$ cat config.mk
export PLATFORM = sky130hd
export DESIGN_NAME = uart_fifo_tx
export DESIGN_NICKNAME = d
export VERILOG_FILES = /design/src/rtl/uft_pkg.sv /design/src/rtl/uft_fifo.sv /design/src/rtl/uft_baud_gen.sv /design/src/rtl/uft_serializer.sv /design/src/rtl/uart_fifo_tx.sv
export SDC_FILE = /design/constraint.sdc
export NUM_CORES = 1
export LEC_CHECK = 0
export BUFFER_PORTS_ARGS = -buffer_cell sky130_fd_sc_hd__buf_2
export CAP_MARGIN = 20
export CORE_AREA = 2 2 163 101
export DETAILED_ROUTE_END_ITERATION = 8
export DIE_AREA = 0 0 165 103
export PLACE_DENSITY_LB_ADDON = 0.1
export SLEW_MARGIN = 40
export SYNTH_ARGS = -nofsm -noshare
export SYNTH_HDL_FRONTEND = slang
export SYNTH_SLANG_ARGS = --single-unit
export TNS_END_PERCENT = 50
$ cat constraint.sdc
create_clock -name clk -period 3.1 [get_ports clk]
set_input_delay 0.62 -clock clk [delete_from_list [all_inputs] [get_ports clk]]
set_output_delay 0.62 -clock clk [all_outputs]
set_load 0.01 [all_outputs]
$ cat src/rtl/uft_pkg.sv
package uft_pkg;

  localparam int unsigned LINE_BAUD  = 115200;
  localparam int unsigned DATA_BITS  = 8;
  localparam int unsigned FRAME_BITS = DATA_BITS + 2;

  typedef enum logic {
    SER_IDLE = 1'b0,
    SER_SEND = 1'b1
  } ser_state_e;

  // clock cycles per bit, rounded to nearest, never below one
  function automatic int unsigned calc_div(input int unsigned clk_hz,
                                           input int unsigned baud);
    int unsigned q;
    q = (clk_hz + baud / 2) / baud;
    return (q == 0) ? 1 : q;
  endfunction

  // whole frame, bit 0 leaves first: start(0), data LSB first, stop(1)
  function automatic logic [FRAME_BITS-1:0] make_frame(
      input logic [DATA_BITS-1:0] d);
    return {1'b1, d, 1'b0};
  endfunction

  function automatic int unsigned ptr_width(input int unsigned depth);
    return (depth > 1) ? $clog2(depth) : 1;
  endfunction

endpackage

$ cat src/rtl/uft_fifo.sv
module uft_fifo #(
  parameter int unsigned W     = 8,
  parameter int unsigned DEPTH = 16,
  localparam int unsigned AW   = uft_pkg::ptr_width(DEPTH),
  localparam int unsigned CW   = $clog2(DEPTH + 1)
) (
  input  logic          clk,
  input  logic          rst,
  input  logic          push_req,
  input  logic [W-1:0]  push_data,
  input  logic          pop,
  output logic [W-1:0]  rd_data,
  output logic          empty,
  output logic          full,
  output logic          push_ok,
  output logic [CW-1:0] count
);

  logic [W-1:0]  mem [DEPTH];
  logic [AW-1:0] wr_ptr;
  logic [AW-1:0] rd_ptr;
  logic          pop_ok;

  assign full    = (count == CW'(DEPTH));
  assign empty   = (count == '0);
  assign push_ok = push_req && !full;
  assign pop_ok  = pop && !empty;
  assign rd_data = mem[rd_ptr];

  function automatic logic [AW-1:0] next_ptr(input logic [AW-1:0] p);
    return (p == AW'(DEPTH - 1)) ? '0 : p + 1'b1;
  endfunction

  always_ff @(posedge clk) begin
    if (push_ok) mem[wr_ptr] <= push_data;
  end

  always_ff @(posedge clk) begin
    if (rst) begin
      wr_ptr <= '0;
      rd_ptr <= '0;
      count  <= '0;
    end else begin
      if (push_ok) wr_ptr <= next_ptr(wr_ptr);
      if (pop_ok)  rd_ptr <= next_ptr(rd_ptr);
      case ({push_ok, pop_ok})
        2'b10:   count <= count + 1'b1;
        2'b01:   count <= count - 1'b1;
        default: count <= count;
      endcase
    end
  end

endmodule

$ cat src/rtl/uft_baud_gen.sv
module uft_baud_gen #(
  parameter int unsigned DIV = 434,
  localparam int unsigned CW = (DIV > 1) ? $clog2(DIV) : 1
) (
  input  logic clk,
  input  logic rst,
  input  logic run,
  output logic tick
);

  logic [CW-1:0] cnt;

  assign tick = run && (cnt == CW'(DIV - 1));

  always_ff @(posedge clk) begin
    if (rst || !run || tick) cnt <= '0;
    else                     cnt <= cnt + 1'b1;
  end

endmodule

$ cat src/rtl/uft_serializer.sv
module uft_serializer
  import uft_pkg::*;
(
  input  logic                 clk,
  input  logic                 rst,
  input  logic                 tick,
  input  logic                 have_data,
  input  logic [DATA_BITS-1:0] data,
  output logic                 take,
  output logic                 tx,
  output logic                 active,
  output logic                 frame_start,
  output logic                 frame_end
);

  localparam int unsigned IW = $clog2(FRAME_BITS);

  ser_state_e            state;
  logic [FRAME_BITS-1:0] shreg;
  logic [IW-1:0]         bit_idx;

  assign active      = (state == SER_SEND);
  assign frame_end   = active && tick && (bit_idx == IW'(FRAME_BITS - 1));
  assign frame_start = have_data && (!active || frame_end);
  assign take        = frame_start;
  assign tx          = shreg[0];

  always_ff @(posedge clk) begin
    if (rst) begin
      state   <= SER_IDLE;
      shreg   <= '1;
      bit_idx <= '0;
    end else if (frame_start) begin
      state   <= SER_SEND;
      shreg   <= make_frame(data);
      bit_idx <= '0;
    end else if (frame_end) begin
      state   <= SER_IDLE;
      shreg   <= '1;
      bit_idx <= '0;
    end else if (active && tick) begin
      shreg   <= {1'b1, shreg[FRAME_BITS-1:1]};
      bit_idx <= bit_idx + 1'b1;
    end
  end

endmodule

$ cat src/rtl/uart_fifo_tx.sv
module uart_fifo_tx #(
  parameter int unsigned CLK_HZ = 50_000_000,
  parameter int unsigned DEPTH  = 16
) (
  input  logic       clk,
  input  logic       rst,
  input  logic       wr_en,
  input  logic [7:0] wr_data,
  output logic       busy,
  output logic       tx
);

  localparam int unsigned DIV_CYC = uft_pkg::calc_div(CLK_HZ, uft_pkg::LINE_BAUD);
  localparam int unsigned CNT_W   = $clog2(DEPTH + 1);

  logic             fifo_push;
  logic             fifo_pop;
  logic             fifo_empty;
  logic             fifo_full;
  logic [7:0]       fifo_head;
  logic [CNT_W-1:0] fifo_count;
  logic             baud_tick;
  logic             ser_active;
  logic             frame_start;
  logic             frame_end;

  uft_fifo #(.W(8), .DEPTH(DEPTH)) u_fifo (
    .clk       (clk),
    .rst       (rst),
    .push_req  (wr_en),
    .push_data (wr_data),
    .pop       (fifo_pop),
    .rd_data   (fifo_head),
    .empty     (fifo_empty),
    .full      (fifo_full),
    .push_ok   (fifo_push),
    .count     (fifo_count)
  );

  uft_baud_gen #(.DIV(DIV_CYC)) u_baud (
    .clk  (clk),
    .rst  (rst),
    .run  (ser_active),
    .tick (baud_tick)
  );

  uft_serializer u_ser (
    .clk         (clk),
    .rst         (rst),
    .tick        (baud_tick),
    .have_data   (!fifo_empty),
    .data        (fifo_head),
    .take        (fifo_pop),
    .tx          (tx),
    .active      (ser_active),
    .frame_start (frame_start),
    .frame_end   (frame_end)
  );

  assign busy = fifo_full;

endmodule

After elaboration in Yosys (flattened, before gate mapping)
Memory sizes are Yosys's and may differ from the RTL's. A register that Yosys moved wholly into a read port is not among the register bits.
Index checks and enable logic that the tools add are counted.
Widths: inputs -> output; s select.
Storage, ports and cells
  register bits after elaboration: 36
  bits in writable memories: 128
  input port bits: 11
  output and inout port bits: 2
  word-level logic and storage cells: 50
  memories: 1
Memory list
  u_fifo.mem: depth 16, width 8, read ports 1, clocked after memory_dff 1, wr ports 1, line uft_fifo.sv:19  | logic [W-1:0] mem [DEPTH];
Operators by class
  $add $sub $neg: 6
  eq/ne operators: 7
  mux-type cells: 12
  reduce and logical (&&, ||, !) cells: 17
Operator list (count)
  $mux 9: 3
  $mux 4: 4
  $add 4x1->4 const B: 3
  $eq 4x4->1 const B: 3
  $pmux 5 s2: 1
  $add 9x1->9 const B: 1
  $eq 9x9->1 const B: 1
  $logic_and 1x1->1: 6
  $add 5x1->5 const B: 1
  $eq 5x5->1 const B: 1
  $logic_not 5->1: 1
  $sub 5x1->5 const B: 1
  $mux 1: 4
  $reduce_bool 2->1: 2
  $logic_not 1->1: 3
  $logic_or 1x1->1: 3
  $reduce_bool 3->1: 1
  $reduce_or 3->1: 1
  $eq 2x1->1 const B: 1
  $eq 2x2->1 const B: 1

Logic depth before layout (Yosys ltp)
  depth in word-level cells: 9
  gate-level depth with buffers: 12
  mapped depth without buffers: 12

Modules after synthesis
Synthesis repeated with hierarchy kept, for this count alone.
Unflattened totals
  cell total of the unflattened synthesis: 426
  area, all modules: 6971.7 um^2
Modules (own cells, without submodules)
  uft_fifo: times used 1, cells an instance 297, area each 5829.3 um^2, seq. area each 4184.0 um^2
  uft_serializer: times used 1, cells an instance 79, area each 689.4 um^2, seq. area each 280.3 um^2
  uft_baud_gen: times used 1, cells an instance 49, area each 449.2 um^2, seq. area each 180.2 um^2
  uart_fifo_tx: times used 1, cells an instance 1, area each 3.8 um^2, seq. area each 0.0 um^2

Least setup slack after synthesis
Ideal clock, no wire load.
  kind: register -> register
  from: reg u_fifo.count[1]
  to: reg u_fifo.count[4]
  setup time: 0.121 ns
  data arrival time: 2.517 ns
  data required time: 2.979 ns
  path slack: 0.463 ns
  cell stages (with the launch flop): 11
  buffers on the path: 2
  period minus slack after synthesis: 2.637 ns
  path through: dfxtp_1 > clkbuf_1 > or4_1 > nor2_2 > or2_2 > inv_1 > ha_1 > buf_1 > a21oi_1 > a22oi_1 > mux2_2
Between the ends
  word-level cells in the longest chain between the ends: 6
  elaborated cells between the ends (all ways): 13
  classes of those cells: 2 x add/sub; 3 x eq/ne; 1 x mux; 7 x reduce/logical
Ends and longest elaborated chain
  start: declaration: line uft_fifo.sv:16  | output logic [CW-1:0] count
  start signal: assignment: line uft_fifo.sv:47  | 2'b10: count <= count + 1'b1;
  start signal: assignment: line uft_fifo.sv:48  | 2'b01: count <= count - 1'b1;
  start signal: assignment: line uft_fifo.sv:49  | default: count <= count;
  $logic_not 5->1 (*): line uft_fifo.sv:25  | assign empty = (count == '0);
  $logic_not 1->1 (*): line uart_fifo_tx.sv:51  | .have_data (!fifo_empty),
  $logic_and 1x1->1 (*): line uft_serializer.sv:24  | assign frame_start = have_data && (!active || frame_end);
  named net fifo_pop: line uart_fifo_tx.sv:17  | logic fifo_pop;
  $logic_and 1x1->1 (*): line uft_fifo.sv:27  | assign pop_ok = pop && !empty;
  $eq 2x1->1 or $eq 2x2->1 (tied branches): line uft_fifo.sv:46  | case ({push_ok, pop_ok})
  $pmux 5 s2 or $reduce_bool 2->1 (tied branches)
The timed path passes the listed nets; every way through them passes the cells marked *.
A chain may end at the register's enable or synchronous reset.

Worst setup path after layout
  from: reg u_baud.cnt[0]
  to: reg u_fifo.count[4]
Between the ends
  word-level cells in the longest chain between the ends: 9
  elaborated cells between the ends (all ways): 11
  classes of those cells: 3 x eq/ne; 1 x mux; 7 x reduce/logical
Ends and longest elaborated chain
  start: declaration: line uft_baud_gen.sv:11  | logic [CW-1:0] cnt;
  start signal: assignment: line uft_baud_gen.sv:17  | else cnt <= cnt + 1'b1;
  $eq 9x9->1 (*): line uft_baud_gen.sv:13  | assign tick = run && (cnt == CW'(DIV - 1));
  $logic_and 1x1->1 (*): line uft_baud_gen.sv:13
  $logic_and 1x1->1 (*) (2 in a row): line uft_serializer.sv:23  | assign frame_end = active && tick && (bit_idx == IW'(FRAME_BITS - 1));
  $logic_or 1x1->1 (*): line uft_serializer.sv:24
  $logic_and 1x1->1 (*): line uft_serializer.sv:24
  $logic_and 1x1->1 (*): line uft_fifo.sv:27
  $eq 2x1->1 or $eq 2x2->1 (tied branches): line uft_fifo.sv:46
  $pmux 5 s2 or $reduce_bool 2->1 (tied branches)
Every way passes the cells marked *; elsewhere a longest branch is shown, timed or not.

==> reports/summary.txt <==
max_cap viols: 0
Max Buffers Root-to-Sink: 2
gr ovfl total: 0
layout cell share with drive strength beyond 1: 0.193
Synth Area in XOR/XNOR: 0.0163
Pins Over Slew Limit: 0
largest family of logic cells by synthesized area: multiplexers
H-tree depth: 4
initial core utilization: 0.444
placed wire-length estimate: 9200 µm
number of flops mapped to enable cells by yosys: 128
Die W: 165 µm
antenna viol nets, final: 0
Die Span Y: 103 µm
Net Count, Synth: 442
Adder-Cell Fraction of Synth Area: 0.0197
Yosys warnings: 0
GR Util met2: 0.236
Critical Path RT: 3.40 ns
most frequent cell after synthesis: edfxtp_1
maximum number of pins on one net before global-route repair: 33
setup violators final: 0
Area Overhead vs Synth: 14.3%
Placed Area: 7340 µm²
Worst path max stage delay: 0.48 ns
multiplexer share of the synthesized area: 0.151
Hold Path Depth: 1
DRC violations left: 0
run status: finished clean
fin crit share: 0.953
fin area: 7990 µm²
Max Freq: 339 MHz
most frequent cells after synthesis: edfxtp_1 (128), nor2_1 (46), dfxtp_1 (40)
Fin Setup TNS: 0 ns
Worst Hold Class: reg2reg
cts bufs inserted: 17
worst slack, placed: 0.249 ns
PostCTS Resize Cnt: 0
Final Hold Viols: 0
most frequent CP cell: ha_1
Worst-Margin Slew: 0.725 ns
leak pwr: 2.69 nW
sequential area share after synthesis: 0.665
clk_skew: 0.0147 ns
Post-CTS Hold Buffers: 0
Critical Path AT: 3.26 ns
ys async rst share: 0
GR peak layer: met1
initial antenna violation count: 0
largest cells by area after synthesis: edfxtp_1 (55%), dfxtp_1 (11%), mux4_1 (11%)
Unique masters post-synth: 51
Post-CTS Setup Bufs: 0
R2R depth: 10
Layout Nets: 476
Power Total: 6.14 mW
crit-path cells: ha_1 > nor3b_1 > a41oi_1 > or3_1 > xnor2_1 > ha_1 > o21ai_0 > o41ai_1 > a22oi_1 > mux2_2
crit path kind: reg2reg
CORE AREA: 15700 µm²
Mapped Area: 6990 µm²
clk slew on worst S/H paths: 0.07 ns
met1 global-route usage: 0.309
Syn Inst Count: 420
diode count: 0
global-route wire length before repair: 21900 µm
CP max-delay cell: or3_1
Worst Path Buf+Inv: 0
Synth Area per Inst: 16.6 µm²
startpoint class of the critical path: flip-flop
cell taking the most area after synthesis: edfxtp_1
Final WS setup: 0.147 ns
later-pin clock latency in the skew report: 0.42 ns
PortBufs: 12
Synth top area share: 0.550
PwrDens: 769 nW/µm²
Total Routing Usage GR: 0.184
RSZ-0062 raised after global routing: false
hold slack: 0.473 ns
# rows: 36
vias per cell: 5.61
crit path max fanout: 4
Global Route met3 Usage: 0.0374
Worst path depth: 10
final wirelength: 14500 µm
root buffer cell: clkbuf_16
via count of the first global-routing pass: 3527
Wirelength per Cell: 21.4 µm
First-pass DRT Iterations: 5
number of synthesized register bits: 168
CTS Sinks: 168
Die ar.: 17000 µm²
slew margin rel.: 0.516
nature of the critical path endpoint: flip-flop
compound-gate portion of the synthesized area: 0.0419
simple-gate portion of the synthesized area: 0.0779
gp weighted congestion: 0.779
via count: 3795
minimum clock period: 2.95 ns
CTS tree: yes
worst ir drop on vdd: 0.350 mV
CP top delay family: compound AO/OA/AOI/OAI gates
IO Count: 13
DRT iter0 DRCs: 330
most common flop cell mapped by yosys: edfxtp_1
## worst reg2reg max path: cells and delay by family, from the launching register on
family | cells | cell delay [ns]
AOI/OAI and AO/OA | 4 | 0.83
and+or+nand+nor | 2 | 0.77
DFF | 1 | 0.38
adders and majority gates | 2 | 0.38
muxes | 1 | 0.29
xor gates and xnor gates | 1 | 0.20
## report_power, final
group          internal [mW]  total [mW]  switching (mW)
Clock                   1.39        2.33           0.945
Sequential              2.57        2.71           0.140
Combinational          0.541        1.10           0.556
## flip-flops by register name, summed over array words and instances (netlist names), named ones only
register       flops
u_baud.cnt         9
u_fifo.rd_ptr      4
u_fifo.wr_ptr      4
u_ser.active       1
u_fifo.mem       128
u_ser.bit_idx      4
u_fifo.count       5
u_ser.shreg        9
## per-layer routing
metal	share of wire	wire length [µm]
met3	0.036	519
met5	0	0
met1	0.55	7900
met4	0.0065	94
met2	0.41	5970
## cell usage in the layout (no fill, tap or decap), types with 7 or more instances in the layout
| master | synthesis | layout |
|---|---|---|
| edfxtp_1 | 128 | 128 |
| nor2_1 | 46 | 46 |
| dfxtp_1 | 40 | 39 |
| mux4_1 | 28 | 28 |
| buf_4 | 0 | 22 |
| a21oi_1 | 17 | 17 |
| clkbuf_16 | 0 | 17 |
| nand2_1 | 16 | 16 |
| buf_2 | 2 | 12 |
| mux4_2 | 11 | 11 |
| ha_1 | 11 | 11 |
| inv_1 | 10 | 10 |
| or3_1 | 9 | 9 |
| xnor2_1 | 7 | 7 |
| nor3_1 | 7 | 7 |
| o221a_2 | 7 | 7 |
## through the flow
step	util	cells
final	0.508	676
after global routing	0.508	676
after CTS	0.508	676
after detailed placement	0.467	644
after global placement	0.467	644
after floorplan	-	420
## cell families (layout without fill, tap and decap cells)
logic type | after synthesis | in the layout
AOI/OAI and AO/OA | 42 | 42
buffers and inverters | 30 | 77
DFF | 168 | 168
and+or+nand+nor | 110 | 110
adders and majority gates | 11 | 11
xor gates and xnor gates | 13 | 13
muxes | 46 | 46
## cell type report
type / instances / area [µm²]
Clock buffer: 17 / 425
Clock inverter: 15 / 224
Fill cell: 1323 / 7730
Inverter: 10 / 37.5
Multi-Input combinational cell: 222 / 2150
Sequential cell: 168 / 4650
Tap cell: 209 / 262
Timing Repair Buffer: 35 / 245
## path summary, 6_finish.rpt
path	startpoint	end	slack, ns
min	u_baud.cnt[0]	u_baud.cnt[0]	0.47
min reg2reg	u_baud.cnt[0]	u_baud.cnt[0]	0.47
max reg2reg	u_baud.cnt[0]	u_fifo.count[4]	0.15
max	u_baud.cnt[0]	u_fifo.count[4]	0.15
Power figures use the tool's default switching activity.
